--- src/rtl/ptm_fix_pkg.sv ---
package ptm_fix_pkg;
  localparam int TS_W = 64;
  typedef logic [TS_W-1:0]      ts_t;
  typedef logic signed [TS_W:0] sdiff_t;

  function automatic sdiff_t widen(input ts_t v);
    return $signed({1'b0, v});
  endfunction

  // signed round trip from the four stamps
  function automatic sdiff_t rtt_calc(input ts_t t1, input ts_t t2,
                                      input ts_t t3, input ts_t t4);
    return (widen(t4) - widen(t1)) - (widen(t3) - widen(t2));
  endfunction

  // sign-preserving halving
  function automatic sdiff_t halve(input sdiff_t v);
    return v >>> 1;
  endfunction

  function automatic ts_t master_at(input ts_t t2, input sdiff_t half);
    sdiff_t m;
    m = widen(t2) - half;
    return m[TS_W-1:0];
  endfunction

  function automatic sdiff_t offset_of(input ts_t m, input ts_t t1);
    return widen(m) - widen(t1);
  endfunction

  function automatic logic [TS_W:0] magnitude(input sdiff_t v);
    return v[TS_W] ? (TS_W+1)'(-v) : (TS_W+1)'(v);
  endfunction
endpackage

--- src/rtl/ptm_stamp_capture.sv ---
module ptm_stamp_capture
  import ptm_fix_pkg::*;
#(
  parameter int LAT_W = 32
) (
  input  logic             clk,
  input  logic             rst_n,
  input  ts_t              local_time,
  input  logic             req_sent,
  input  logic             resp_valid,
  input  ts_t              resp_t2,
  input  ts_t              resp_t3,
  input  logic [LAT_W-1:0] tx_lat,
  input  logic [LAT_W-1:0] rx_lat,
  output ts_t              t1,
  output ts_t              t1_raw,
  output ts_t              t4,
  output ts_t              t4_raw,
  output ts_t              t2_q,
  output ts_t              t3_q,
  output logic             pend,
  output logic             resp_take,
  output logic             calc_go
);
  assign resp_take = resp_valid & pend & ~req_sent;

  always_ff @(posedge clk or negedge rst_n) begin
    if (!rst_n) begin
      t1      <= '0;
      t1_raw  <= '0;
      t4      <= '0;
      t4_raw  <= '0;
      t2_q    <= '0;
      t3_q    <= '0;
      pend    <= 1'b0;
      calc_go <= 1'b0;
    end else begin
      calc_go <= resp_take;
      if (req_sent) begin
        t1_raw <= local_time;
        t1     <= local_time + TS_W'(tx_lat);
        pend   <= 1'b1;
      end else if (resp_take) begin
        pend <= 1'b0;
      end
      if (resp_take) begin
        t4_raw <= local_time;
        t4     <= local_time - TS_W'(rx_lat);
        t2_q   <= resp_t2;
        t3_q   <= resp_t3;
      end
    end
  end
endmodule

--- src/rtl/ptm_calc.sv ---
module ptm_calc
  import ptm_fix_pkg::*;
#(
  parameter int THR_W = 32
) (
  input  logic             clk,
  input  logic             rst_n,
  input  logic             calc_go,
  input  ts_t              t1,
  input  ts_t              t2,
  input  ts_t              t3,
  input  ts_t              t4,
  input  logic [THR_W-1:0] thresh,
  output logic             upd_done,
  output logic             sane_err,
  output ts_t              upd_time,
  output sdiff_t           upd_offset
);
  sdiff_t rtt_w, half_w, off_w;
  ts_t    mast_w;
  logic   too_big;

  always_comb begin
    rtt_w   = rtt_calc(t1, t2, t3, t4);
    half_w  = halve(rtt_w);
    mast_w  = master_at(t2, half_w);
    off_w   = offset_of(mast_w, t1);
    too_big = magnitude(off_w) > (TS_W+1)'(thresh);
  end

  always_ff @(posedge clk or negedge rst_n) begin
    if (!rst_n) begin
      upd_done   <= 1'b0;
      sane_err   <= 1'b0;
      upd_time   <= '0;
      upd_offset <= '0;
    end else begin
      upd_done <= 1'b0;
      sane_err <= 1'b0;
      if (calc_go) begin
        if (too_big) begin
          sane_err <= 1'b1;
        end else begin
          upd_done   <= 1'b1;
          upd_time   <= mast_w;
          upd_offset <= off_w;
        end
      end
    end
  end
endmodule

--- src/rtl/ptm_regs.sv ---
module ptm_regs
  import ptm_fix_pkg::*;
#(
  parameter int LAT_W   = 32,
  parameter int THR_W   = 32,
  parameter int AW      = 4,
  parameter int DW      = 32,
  parameter int THR_RST = 1000000
) (
  input  logic             clk,
  input  logic             rst_n,
  input  logic             reg_wr,
  input  logic [AW-1:0]    reg_addr,
  input  logic [DW-1:0]    reg_wdata,
  input  ts_t              t1,
  input  ts_t              t1_raw,
  input  ts_t              t4,
  input  ts_t              t4_raw,
  input  ts_t              res_time,
  output logic [LAT_W-1:0] tx_lat,
  output logic [LAT_W-1:0] rx_lat,
  output logic [THR_W-1:0] thresh,
  output logic [DW-1:0]    reg_rdata
);
  localparam int RO_N    = 5;
  localparam int WPV     = TS_W / DW;
  localparam int RO_BASE = 4;
  localparam int RO_END  = RO_BASE + RO_N * WPV;

  logic [RO_N*TS_W-1:0] ro_flat;
  assign ro_flat = {res_time, t4_raw, t4, t1_raw, t1};

  always_ff @(posedge clk or negedge rst_n) begin
    if (!rst_n) begin
      tx_lat <= '0;
      rx_lat <= '0;
      thresh <= THR_W'(THR_RST);
    end else if (reg_wr) begin
      case (int'(reg_addr))
        0: tx_lat <= LAT_W'(reg_wdata);
        1: rx_lat <= LAT_W'(reg_wdata);
        2: thresh <= THR_W'(reg_wdata);
        default: ;
      endcase
    end
  end

  always_comb begin
    int sel;
    sel = int'(reg_addr) - RO_BASE;
    reg_rdata = '0;
    case (int'(reg_addr))
      0: reg_rdata = DW'(tx_lat);
      1: reg_rdata = DW'(rx_lat);
      2: reg_rdata = DW'(thresh);
      default: begin
        if (int'(reg_addr) >= RO_BASE && int'(reg_addr) < RO_END)
          reg_rdata = ro_flat[sel*DW +: DW];
      end
    endcase
  end
endmodule

--- src/rtl/ptm_req_time_fix.sv ---
module ptm_req_time_fix
  import ptm_fix_pkg::*;
#(
  parameter int LAT_W   = 32,
  parameter int THR_W   = 32,
  parameter int AW      = 4,
  parameter int DW      = 32,
  parameter int THR_RST = 1000000
) (
  input  logic                clk,
  input  logic                rst_n,
  input  logic [TS_W-1:0]     local_time,
  input  logic                req_sent,
  input  logic                resp_valid,
  input  logic [TS_W-1:0]     resp_t2,
  input  logic [TS_W-1:0]     resp_t3,
  input  logic                reg_wr,
  input  logic [AW-1:0]       reg_addr,
  input  logic [DW-1:0]       reg_wdata,
  output logic [DW-1:0]       reg_rdata,
  output logic                upd_done,
  output logic                sane_err,
  output logic [TS_W-1:0]     upd_time,
  output logic signed [TS_W:0] upd_offset
);
  logic [LAT_W-1:0] tx_lat, rx_lat;
  logic [THR_W-1:0] thresh;
  ts_t  t1, t1_raw, t4, t4_raw, t2_q, t3_q;
  logic pend, resp_take, calc_go;

  ptm_stamp_capture #(.LAT_W(LAT_W)) u_cap (
    .clk(clk), .rst_n(rst_n), .local_time(local_time),
    .req_sent(req_sent), .resp_valid(resp_valid),
    .resp_t2(resp_t2), .resp_t3(resp_t3),
    .tx_lat(tx_lat), .rx_lat(rx_lat),
    .t1(t1), .t1_raw(t1_raw), .t4(t4), .t4_raw(t4_raw),
    .t2_q(t2_q), .t3_q(t3_q),
    .pend(pend), .resp_take(resp_take), .calc_go(calc_go)
  );

  ptm_calc #(.THR_W(THR_W)) u_calc (
    .clk(clk), .rst_n(rst_n), .calc_go(calc_go),
    .t1(t1), .t2(t2_q), .t3(t3_q), .t4(t4), .thresh(thresh),
    .upd_done(upd_done), .sane_err(sane_err),
    .upd_time(upd_time), .upd_offset(upd_offset)
  );

  ptm_regs #(.LAT_W(LAT_W), .THR_W(THR_W), .AW(AW), .DW(DW), .THR_RST(THR_RST)) u_regs (
    .clk(clk), .rst_n(rst_n), .reg_wr(reg_wr), .reg_addr(reg_addr),
    .reg_wdata(reg_wdata),
    .t1(t1), .t1_raw(t1_raw), .t4(t4), .t4_raw(t4_raw), .res_time(upd_time),
    .tx_lat(tx_lat), .rx_lat(rx_lat), .thresh(thresh), .reg_rdata(reg_rdata)
  );
endmodule

--- config.mk ---
export PLATFORM = sky130hd
export DESIGN_NAME = ptm_req_time_fix
export DESIGN_NICKNAME = d
export VERILOG_FILES = /design/src/rtl/ptm_fix_pkg.sv /design/src/rtl/ptm_stamp_capture.sv /design/src/rtl/ptm_calc.sv /design/src/rtl/ptm_regs.sv /design/src/rtl/ptm_req_time_fix.sv
export SDC_FILE = /design/constraint.sdc
export NUM_CORES = 2
export LEC_CHECK = 0
export BUFFER_PORTS_ARGS = -buffer_cell sky130_fd_sc_hd__buf_4
export CORE_ASPECT_RATIO = 0.9
export CORE_MARGIN = 8
export CORE_UTILIZATION = 30
export CTS_CLUSTER_DIAMETER = 40
export CTS_CLUSTER_SIZE = 24
export DETAILED_ROUTE_END_ITERATION = 8
export MAX_ROUTING_LAYER = met4
export PLACE_DENSITY = 0.49
export REMOVE_ABC_BUFFERS = 1
export SLEW_MARGIN = 0
export SYNTH_ARGS = -nofsm -noshare
export SYNTH_HDL_FRONTEND = slang
export SYNTH_SLANG_ARGS = --single-unit
--- constraint.sdc ---
create_clock -name clk -period 17.66 [get_ports clk]
set_input_delay 5.298 -clock clk [delete_from_list [all_inputs] [get_ports clk]]
set_output_delay 5.298 -clock clk [all_outputs]
set_load 0.02 [all_outputs]
==> results.toml <==
[global_routing]
grt_usage_pct = 24.7
globalRouteOverflowTotal = 0
grt_pass1_vias = 41600
grt_pass1_wl_um = 301000
grt_max_degree = 117
antenna_found_initial = 3

[clocking]
clk_path_buf_depth = 3
cts.htree.levels = 4
cts_root_buf = "clkbuf_16"
post_cts_resize_count = 0
cts_tree = "yes"
numCtsBuffers = 133
ctsHoldBuffers = 0
post-cts-setup-buffers = 0
path_clk_slew_ns = 0.05
cts.sinks = 613
clk_latency_ns = 0.79

[layout]
final_core_util_pct = 36.6
layout-drive-gt1-share_pct = 19.0
final_cell_mix = "829 x nand2_1, 606 x dfrtp_1, 459 x buf_4"
nNetsFinal = 6245
final_common_cell = "nand2_1"
area_delta_synth_final_pct = 21.5

[critical_path]
start_kind = "flip-flop"
crit_arrival_ns = 17.20
cp_slowest_cell = "o21ai_0"
crit_path_max_fanout = 55
crit_type = "reg2reg"
critical_path.endpoint_type = "flip-flop"
path_buf_inv = 3
cp.required_ns = 18.32
path_common_cell = "a21o_1"
cp_slowest_stage_delay_ns = 0.68
path_delay_family = "compound AO/OA/AOI/OAI gates"

[drt]
viasPerCell = 5.37
ant_nets = 0
wl_um = 210000
wl_per_cell_um = 27.0
vias = 41800
drtIter0Drc = 3884
dr.pass1.iters = 6
drc_errors = 0

[synthesis]
synthArstFlopShare_pct = 100
synth_edf_count = 0
syn_inst = 5224
synth-warning-count = 0
netlist-cell-type-count = 101
yosysSeqAreaShare_pct = 32.5
synth_area_um2 = 47200
synth_flop_cell = "dfrtp_1"
ys_ff_latch = 613
syn-mean-instance-area_um2 = 9.04

[floorplanning]
placement_rows = 138
dieWidth_um = 434
boundaryPins = 396
fp.coreArea_um2 = 157000
die_h_um = 392
start_util_pct = 30.1
die-area_um2 = 170000

[sta]
setup_viol = 0
layout_setup_ws_ns = 1.12
fmax_mhz = 60.5
final.period_utilization_pct = 93.6
maxSlewViolCount = 0
fin_tns_setup_ns = 0
period_needed_ns = 16.54
fin_worst_skew_ns = 0.0473
finalHoldViolCount = 0
tightest_slew_ns = 1.23
slew_headroom_pct = 17.9
rsz0062_at_grt = "no"

[placed_design]
gp_congestion = 0.970
portBuffers = 395
hpwl_um = 167000
pre_cts_ws_ns = 1.28

[worst_hold_path]
hold_path.class = "reg2reg"

[run_status]
status = "finished, final reports clean"

[run]
drv_cap = 0
[stage by stage]
step / std cells / instance area [um^2] / hold WS, ns
floorplan: 4989 / 46300 / 0.440
global placement: 7554 / 52600 / 0.452
detailed placement: 7554 / 52600 / 0.459
CTS: 7798 / 57400 / 0.471
global route: 7800 / 57400 / 0.485
finish: 7800 / 57400 / 0.469
[path summary, 6_finish.rpt]
| path | slack (ns) | cells after the start | startpoint | end |
|---|---|---|---|---|
| max | 1.12 | 59 | u_cap.t1[0]$_DFFE_PN0P_ | u_calc.upd_time[43]$_DFFE_PN0P_ |
| min | 0.47 | 2 | u_cap.t4_raw[11]$_DFFE_PN0P_ | u_cap.t4_raw[11]$_DFFE_PN0P_ |
| max reg2reg | 1.12 | 59 | u_cap.t1[0]$_DFFE_PN0P_ | u_calc.upd_time[43]$_DFFE_PN0P_ |
| min reg2reg | 0.47 | 2 | u_cap.t4_raw[11]$_DFFE_PN0P_ | u_cap.t4_raw[11]$_DFFE_PN0P_ |
| max in group asynchronous | 10.01 | 4 | rst_n | u_cap.t2_q[10]$_DFFE_PN0P_ |
| min in group asynchronous | 4.66 | 1 | rst_n | u_regs.rx_lat[23]$_DFFE_PN0P_ |
[synthesized netlist by cell type (15+ instances only)]
master / instances / area, um^2
a21oi_1: 299 / 1500
mux2_2: 205 / 2310
mux4_2: 64 / 1440
and4_1: 17 / 149
a31oi_1: 38 / 238
o211ai_1: 23 / 173
nand3_1: 79 / 395
o21ai_0: 399 / 2000
nand4_1: 56 / 350
a211oi_1: 31 / 233
o31ai_1: 27 / 203
buf_1: 33 / 124
o21a_1: 26 / 195
nor2_1: 250 / 938
ha_1: 291 / 3640
a21o_1: 203 / 1520
mux2_4: 50 / 751
or2_2: 15 / 93.8
a22oi_1: 34 / 255
clkbuf_1: 176 / 661
nand2_1: 830 / 3120
nand2b_1: 45 / 282
nor4_1: 19 / 119
o21bai_1: 45 / 338
buf_2: 19 / 95.1
nor3_1: 84 / 420
xnor2_1: 184 / 1610
fa_1: 132 / 2640
inv_1: 379 / 1420
mux2i_1: 71 / 711
nor2b_1: 39 / 244
and2_1: 33 / 206
xor2_1: 110 / 963
and3_1: 32 / 200
dfrtp_1: 606 / 15200
or3_1: 40 / 250
[state kept, by name, indices dropped and copies added, names as in the netlist, 32 cells and up]
register / flops
u_calc.upd_offset: 65
u_calc.upd_time: 64
u_cap.t1: 64
u_cap.t1_raw: 64
u_cap.t2_q: 64
u_cap.t3_q: 64
u_cap.t4: 64
u_cap.t4_raw: 64
u_regs.rx_lat: 32
u_regs.thresh: 32
u_regs.tx_lat: 32
[cells by family after synthesis]
family / count (synthesis) / share of synthesized area [%]
buffers and inverters: 615 / 5.03
AO/OA/AOI/OAI: 1290 / 17.2
adder cells (fa/ha/maj): 423 / 13.3
multiplexers: 390 / 11.0
XOR/XNOR: 294 / 5.45
flip-flops: 613 / 32.5
AND/OR/NAND/NOR: 1599 / 15.4
[worst reg2reg max path: cells and delay by family (launching register included)]
family,cells,cell delay (ns)
fa+ha+maj,6,2.20
compound gates,29,7.29
simple gates,17,4.95
mux,1,0.48
flops,1,0.36
buf+inv,3,0.62
xor+xnor,3,0.54
[metal layers]
| metal | track usage [%] | routed length [um] |
|---|---|---|
| met1 | 34.0 | 96400 |
| met2 | 37.2 | 93600 |
| met3 | 4.06 | 13000 |
| met4 | 7.83 | 7230 |
| met5 | - | 0 |
[area by class of cell]
type,instances,area [um^2]
antenna,2,5.00
multi-input combinational,3996,29600
clock buffer,167,3630
tap,2100,2630
clock inverter,77,1220
sequential,613,15300
fill,16200,99400
timing repair buffer,465,3540
inverter,380,1430
Power is left out: the tool's default activity adds up to more than one toggle a clock period on the data nets, which glitch-free logic cannot reach.
